==> config.mk <==
export PLATFORM = sky130hd
export DESIGN_NAME = wdog_timebase
export DESIGN_NICKNAME = d
export VERILOG_FILES = /design/src/rtl/wdog_pkg.sv /design/src/rtl/wdog_cmp.sv /design/src/rtl/wdog_rdmux.sv /design/src/rtl/wdog_timebase.sv
export SDC_FILE = /design/constraint.sdc
export NUM_CORES = 1
export LEC_CHECK = 0
export BUFFER_PORTS_ARGS = -buffer_cell sky130_fd_sc_hd__buf_2
export CORE_AREA = 2 2 65 92
export CTS_CLUSTER_DIAMETER = 100
export CTS_CLUSTER_SIZE = 10
export DETAILED_ROUTE_END_ITERATION = 6
export DIE_AREA = 0 0 67 94
export PLACE_DENSITY = 0.74
export REMOVE_ABC_BUFFERS = 1
export SYNTH_ARGS = -nofsm -noshare
export SYNTH_HDL_FRONTEND = slang
export SYNTH_SLANG_ARGS = --single-unit
==> constraint.sdc <==
create_clock -name clk -period 1.9 [get_ports clk]
set_clock_uncertainty 0.15 [all_clocks]
set_input_delay 0.095 -clock clk [delete_from_list [all_inputs] [get_ports clk]]
set_output_delay 0.095 -clock clk [all_outputs]
set_load 0.05 [all_outputs]
==> src/rtl/wdog_pkg.sv <==
package wdog_pkg;
    localparam int BYTE_W   = 8;
    localparam int CNT_W    = 2 * BYTE_W;
    localparam int ADDR_W   = 3;
    localparam int CLKSEL_W = 3;

    typedef enum logic [ADDR_W-1:0] {
        REG_CTRL     = 3'd0,
        REG_RUN      = 3'd1,
        REG_CNT_LO   = 3'd2,
        REG_CNT_HI   = 3'd3,
        REG_CH_MODE  = 3'd4,
        REG_OFFSET   = 3'd5,
        REG_DEADLINE = 3'd6
    } reg_addr_e;

    typedef struct packed {
        logic                armed;
        logic [CLKSEL_W-1:0] clk_sel;
        logic                idle_sus;
        logic                run;
        logic [CNT_W-1:0]    cnt;
        logic [BYTE_W-1:0]   mode;
        logic [BYTE_W-1:0]   offset;
        logic [BYTE_W-1:0]   deadline;
        logic                hit;
        logic                req;
    } wdog_state_t;
endpackage

==> src/rtl/wdog_cmp.sv <==
module wdog_cmp
    import wdog_pkg::*;
(
    input  logic              armed,
    input  logic [BYTE_W-1:0] cnt_hi,
    input  logic [BYTE_W-1:0] deadline,
    input  logic [BYTE_W-1:0] offset,
    output logic              match,
    output logic [BYTE_W-1:0] reload
);
    // Equality of the upper counter byte and the deadline only counts while armed.
    assign match  = armed && (cnt_hi == deadline);
    // Relative deadline: wraps naturally in BYTE_W bits.
    assign reload = cnt_hi + offset;
endmodule

==> src/rtl/wdog_rdmux.sv <==
module wdog_rdmux
    import wdog_pkg::*;
(
    input  logic [ADDR_W-1:0]   addr,
    input  logic                armed,
    input  logic [CLKSEL_W-1:0] clk_sel,
    input  logic                idle_sus,
    input  logic                run,
    input  logic [CNT_W-1:0]    cnt,
    input  logic [BYTE_W-1:0]   mode,
    input  logic [BYTE_W-1:0]   offset,
    input  logic [BYTE_W-1:0]   deadline,
    output logic [BYTE_W-1:0]   rdata
);
    localparam int CTRL_PAD = BYTE_W - CLKSEL_W - 2;

    always_comb begin
        rdata = '0;
        unique case (reg_addr_e'(addr))
            REG_CTRL:     rdata = {{CTRL_PAD{1'b0}}, idle_sus, clk_sel, armed};
            REG_RUN:      rdata = {{(BYTE_W-1){1'b0}}, run};
            REG_CNT_LO:   rdata = cnt[BYTE_W-1:0];
            REG_CNT_HI:   rdata = cnt[CNT_W-1:BYTE_W];
            REG_CH_MODE:  rdata = mode;
            REG_OFFSET:   rdata = offset;
            REG_DEADLINE: rdata = deadline;
            default:      rdata = '0;
        endcase
    end
endmodule

==> src/rtl/wdog_timebase.sv <==
module wdog_timebase
    import wdog_pkg::*;
#(
    parameter logic [7:0] SWT_MODE = 8'h48
)(
    input  logic                clk,
    input  logic                rst_n,
    input  logic                bus_wr,
    input  logic [ADDR_W-1:0]   bus_addr,
    input  logic [BYTE_W-1:0]   bus_wdata,
    output logic [BYTE_W-1:0]   bus_rdata,
    input  logic                tb_tick,
    input  logic                cpu_idle,
    output logic [CLKSEL_W-1:0] clk_sel,
    output logic                wdt_req
);
    wdog_state_t st_d, st_q;
    logic              match;
    logic [BYTE_W-1:0] reload;

    wdog_cmp u_cmp (
        .armed    (st_q.armed),
        .cnt_hi   (st_q.cnt[CNT_W-1:BYTE_W]),
        .deadline (st_q.deadline),
        .offset   (st_q.offset),
        .match    (match),
        .reload   (reload)
    );

    wdog_rdmux u_rdmux (
        .addr     (bus_addr),
        .armed    (st_q.armed),
        .clk_sel  (st_q.clk_sel),
        .idle_sus (st_q.idle_sus),
        .run      (st_q.run),
        .cnt      (st_q.cnt),
        .mode     (st_q.mode),
        .offset   (st_q.offset),
        .deadline (st_q.deadline),
        .rdata    (bus_rdata)
    );

    always_comb begin
        logic advance;
        st_d    = st_q;
        advance = (st_q.armed || st_q.run) && tb_tick
                  && !(st_q.idle_sus && cpu_idle);
        if (advance) st_d.cnt = st_q.cnt + 1'b1;

        if (st_q.armed) st_d.mode = SWT_MODE;

        if (bus_wr) begin
            unique case (reg_addr_e'(bus_addr))
                REG_CTRL: begin
                    st_d.armed = bus_wdata[0];
                    if (!st_q.armed) begin
                        st_d.clk_sel  = bus_wdata[CLKSEL_W:1];
                        st_d.idle_sus = bus_wdata[CLKSEL_W+1];
                    end
                end
                REG_RUN:      st_d.run = bus_wdata[0];
                REG_CNT_LO:   if (!st_q.armed) st_d.cnt[BYTE_W-1:0]     = bus_wdata;
                REG_CNT_HI:   if (!st_q.armed) st_d.cnt[CNT_W-1:BYTE_W] = bus_wdata;
                REG_CH_MODE:  if (!st_q.armed) st_d.mode = bus_wdata;
                REG_OFFSET:   st_d.offset   = bus_wdata;
                REG_DEADLINE: st_d.deadline = reload;
                default: ;
            endcase
        end

        st_d.hit = match;
        st_d.req = match && !st_q.hit;
    end

    always_ff @(posedge clk) begin
        if (!rst_n) begin
            st_q          <= '0;
            st_q.armed    <= 1'b1;
            st_q.mode     <= SWT_MODE;
        end else begin
            st_q <= st_d;
        end
    end

    assign clk_sel = st_q.clk_sel;
    assign wdt_req = st_q.req;
endmodule

; ---- Yosys cells after proc, flatten, opt, wreduce, memory -nomap -nowiden
; Index checks and enable logic that the tools add are counted.
[totals]
regBits = 48
inputBits = 16
out_inout_bits = 12
[classes]
add_sub_neg = 2
eq_ne = 7
muxes = 12
bitwise_logic = 1
reduce_logical = 14
[op_table]
columns = op, n
row1 = 8-bit two-way mux, 9
row2 = 8-bit case mux with 7 select lines, 1
row3 = 40-bit two-way mux, 1
row4 = "16-bit by 1-bit adder with 16-bit output, second input constant", 1
row5 = 16-bit two-way mux, 1
row6 = "3-bit == test, second input constant", 3
row7 = 8-bit adder, 1
row8 = 8-bit == test, 1
row9 = 2-bit AND reduction, 4
row10 = "3-bit by 2-bit == test with 1-bit output, second input constant", 2
row11 = 1-bit logical AND, 5
row12 = "3-bit by 1-bit == test with 1-bit output, second input constant", 1
row13 = 3-bit zero test, 1
row14 = 3-bit AND reduction, 1
row15 = 1-bit zero test, 2
row16 = 1-bit logical OR, 1
row17 = 1-bit inverter, 1

; ---- Longest topological paths before layout
[logic_depth]
word_depth = 7
mapped_depth = 7
ltp_nobuf = 7

; ---- Cells and area by module
; From an unflattened synthesis, not the netlist that was laid out.
[unflattened]
hier_cells = 355
hier_area_um2 = 2936.6
[by_module_without_submodules]
columns = module, instances, cells_each, area_each_um2
row1 = wdog_timebase, 1, 246, 2078.2
row2 = wdog_rdmux, 1, 55, 436.7
row3 = wdog_cmp, 1, 54, 421.7

; ---- Worst setup path after synthesis
; OpenSTA, ideal clock, no wires.
[synth_timing]
path_kind = input to output
from = input bus_addr[1]
to = output bus_rdata[3]
arrival_time_ps = 1861
required_ps = 1655
path_slack_ps = -206
path_stages = 5
cell_sequence = buf_2 > clkbuf_1 > and3_1 > a21oi_1 > o21ai_0
[synth_between]
elab_chain_len = 2
word_cells_on_any_way = 8
[synth_rtl]
columns = element, line_no
row1 = start: declaration, wdog_timebase.sv:9  ; input logic [ADDR_W-1:0] bus_addr,
row2 = 3-bit == test (tied with other cells), wdog_rdmux.sv:19  ; unique case (reg_addr_e'(addr))
row3 = 8-bit case mux with 7 select lines (*), wdog_rdmux.sv:19
row4 = end: declaration, wdog_timebase.sv:11  ; output logic [BYTE_W-1:0] bus_rdata,
; Mark *: on every way between the ends. The rest lies on a longest branch, timed or not.

; ---- Worst setup path after layout
[layout_timing]
from = register st_q[10] (netlist name)
to = register st_q[6] (netlist name)
[layout_between]
elab_chain_len = 1
[layout_rtl]
columns = element, line_no
row1 = start: declaration, wdog_timebase.sv:17  ; wdog_state_t st_d, st_q;
row2 = start signal: assignment, wdog_timebase.sv:81  ; st_q <= st_d;
row3 = 8-bit adder, wdog_cmp.sv:14  ; assign reload = cnt_hi + offset;
; No other way between the ends.
; A chain may end at the register's enable or synchronous reset.

==> flow_summary.ini <==
[outcome]
status = finished, violations left
violations = setup timing

[hold_path]
hp-class = input port to flop
hold_path.startpoint = rst_n

[power_and_ir_drop]
finalPower_w = 0.00206
p_leak_nw = 1.32
powerDensity_mw_per_mm2 = 603
max-vdd-ir-drop_mv = 0.433

[route]
drt-initial-drc-count = 164
routed_wl_um = 8470
dr.pass1.iters = 5
vias = 2748
post_drt_wl_per_cell_um = 18.5
final_antenna_net_count = 0
drc = 0
routed_via_density = 5.99

[global_route]
grt_usage_pct = 28.7
antenna_found_initial = 0
grt.met1_usage_pct = 34.2
top_usage_layer = met2
grt_pass1_wl_um = 13200
met2_usage_pct = 49.8
grt_overflow = 0
grt_pass1_vias = 2622
met3_usage_pct = 3.36
grt_max_degree = 17

[timing]
fin_crit_sh_pct = 101
relSlewSlack_pct = 60.8
hold_viol = 0
max_slew.worst_pin.slew_ns = 0.585
fmax_mhz = 521
period_needed_ns = 1.92
setup-violations-final = 2
slew_violations = 0
setup_ws_ns = -0.0183
rsz0062_at_grt = yes

[placed_design]
dp.cells = 443
dp_hpwl_um = 6260
gp_congestion = 0.946
dpl_worst_slack_ns = -0.0867
port_buffers = 27

[yosys]
synth.top_cells.by_count = nand2_1 (53), dfxtp_1 (48), a21oi_1 (35)
yosysTopAreaCellShare_pct = 33.7
syn_area_mm2 = 0.00285
yosys_warnings = 0
yosysMostFrequentCell = nand2_1
synthCells = 345
synthTopCellsByArea = dfxtp_1 (34%), nand2_1 (7.0%), a21oi_1 (6.1%)
synth_top_cell_by_area = dfxtp_1
avgSynthCellArea_um2 = 8.26
synthDistinctLibCells = 52
async_flop_share_pct = 0
synth-edff-count = 0
synth-seq-cells = 48
synth-seq-area-share_pct = 33.7
synth_ff_type = dfxtp_1

[worst_setup_path]
worst_setup_path_start_kind = flop
crit_start = st_q[10]
max_stage_delay_ns = 0.43
worstPathArrival_ns = 1.96
r2r_start = st_q[10]
cp_cell_sequence = ha_4, fa_2, buf_6, a21o_1, a211o_1, o211ai_1, a21oi_1
cp-end-kind = flop
critPathKind = flop to flop
cp_slowest_cell = fa_2
required_ns = 1.94
cp_max_fo = 2

[clock_tree]
cts_buffer_depth = 2
insertion_delay_ns = 0.31
cts_max_level = 2
cts.sinks = 48
cts_root_buf = clkbuf_8
tritoncts = done
cts_setup_buffers = 0
cts_made_buffers = 5
clk_pin_slew_ns = 0.09

[floorplan]
die_area_mm2 = 0.00630
rows = 32
fp.coreArea_mm2 = 0.00545
pin_count = 28
chipHeight_um = 94
start_util_pct = 52.3
die_x_um = 67

[run]
drv_cap = 0

[layout]
syn_to_final_growth_pct = 19.6
fin_cells = 459
final_nets = 415
drive_above_1_share_pct = 23.5
n_antenna_cell = 0
[per-stage QoR]
| stage | hold slack (ns) | utilization, % | cell area, µm² | setup TNS, ns |
|---|---|---|---|---|
| 2_1_floorplan | 0.00694 | - | 2740 | -0.709 |
| 3_3_place_gp | 0.234 | 57.5 | 3130 | -0.108 |
| 3_5_place_dp | 0.245 | 57.5 | 3130 | -0.172 |
| 4_1_cts | 0.0159 | 61.3 | 3340 | -0.0214 |
| 5_1_grt | 0.0391 | 62.6 | 3410 | -0.0934 |
| 6_report | 0.0193 | 62.6 | 3410 | -0.0250 |
[worst max-delay path: cells and delay by family (launching register included)]
family / cells / cell delay, ns
adders and majority gates: 2 / 0.59
AOI/OAI and AO/OA: 4 / 0.58
DFF: 1 / 0.35
buffers and inverters: 1 / 0.14
[registers in the layout (all words and copies together) (netlist names)]
signal / flops
clk_sel: 3
st_q: 44
wdt_req: 1
[kinds of logic after synthesis]
kind of cell    share of synthesized area (%)
fa+ha+maj                                4.22
xor+xnor                                 7.99
compound gates                           20.7
buf+inv                                  4.26
flops                                    33.7
mux                                      5.49
simple gates                             23.6
[cell type report]
type / instances / area (µm²)
flip-flops and latches: 48 / 967
inverters: 3 / 11.3
clock buffers: 5 / 68.8
well taps: 68 / 85.1
fillers: 491 / 2040
clock inverters: 3 / 42.5
repair buffers: 58 / 404
multi-input cells: 274 / 1830
[path summary, 6_finish.rpt]
kind                                 end  slack (ns)  depth (start not counted)
worst max-delay path             st_q[6]       -0.02                          7
worst min-delay path            st_q[47]        0.02                          3
worst max register to register   st_q[6]       -0.02                          7
worst min register to register   wdt_req        0.25                          1
[repair_timing]
item | CTS | global route
gates resized for setup | 6 | 22
hold buffers | 8 | 0
pin swaps | 0 | 11
endpoints found under the hold margin | 24 | 0
endpoints found under the setup margin | 3 | 9
cloned | 0 | 0
[where the power goes]
part	total [W]	switching (W)	internal, W
sequential	0.00104	0.0000171	0.00102
combinational	0.000265	0.000166	0.0000988
clock	0.000752	0.000362	0.000390
[routing by layer]
metal	vias to the layer above	part of all wire, %
met3	34	4.7
met2	109	49
met1	1285	41
met5	-	0
li1	1320	-
met4	0	5.1
[cells in the final DEF (no fill, tap or decap), drive strengths merged, types with 2 or more instances in the layout]
cell type    count
a211oi          12
a21o             3
a21oi           35
a221o            3
a22o             3
a22oi            2
a31oi            2
and2b            2
and3             3
and4             4
buf             50
clkbuf           5
dfxtp           48
dlygate4sd3      8
ha               8
inv              3
mux2             3
mux2i           10
nand2           53
nand2b           5
nand3           13
nand3b           2
nand4            8
nor2            28
nor3             5
nor4             2
o211ai           2
o21ai           19
o22a             2
o22ai            2
or2              2
or3              4
xnor2           19
xor2             7
(Power assumes the default switching activity.)
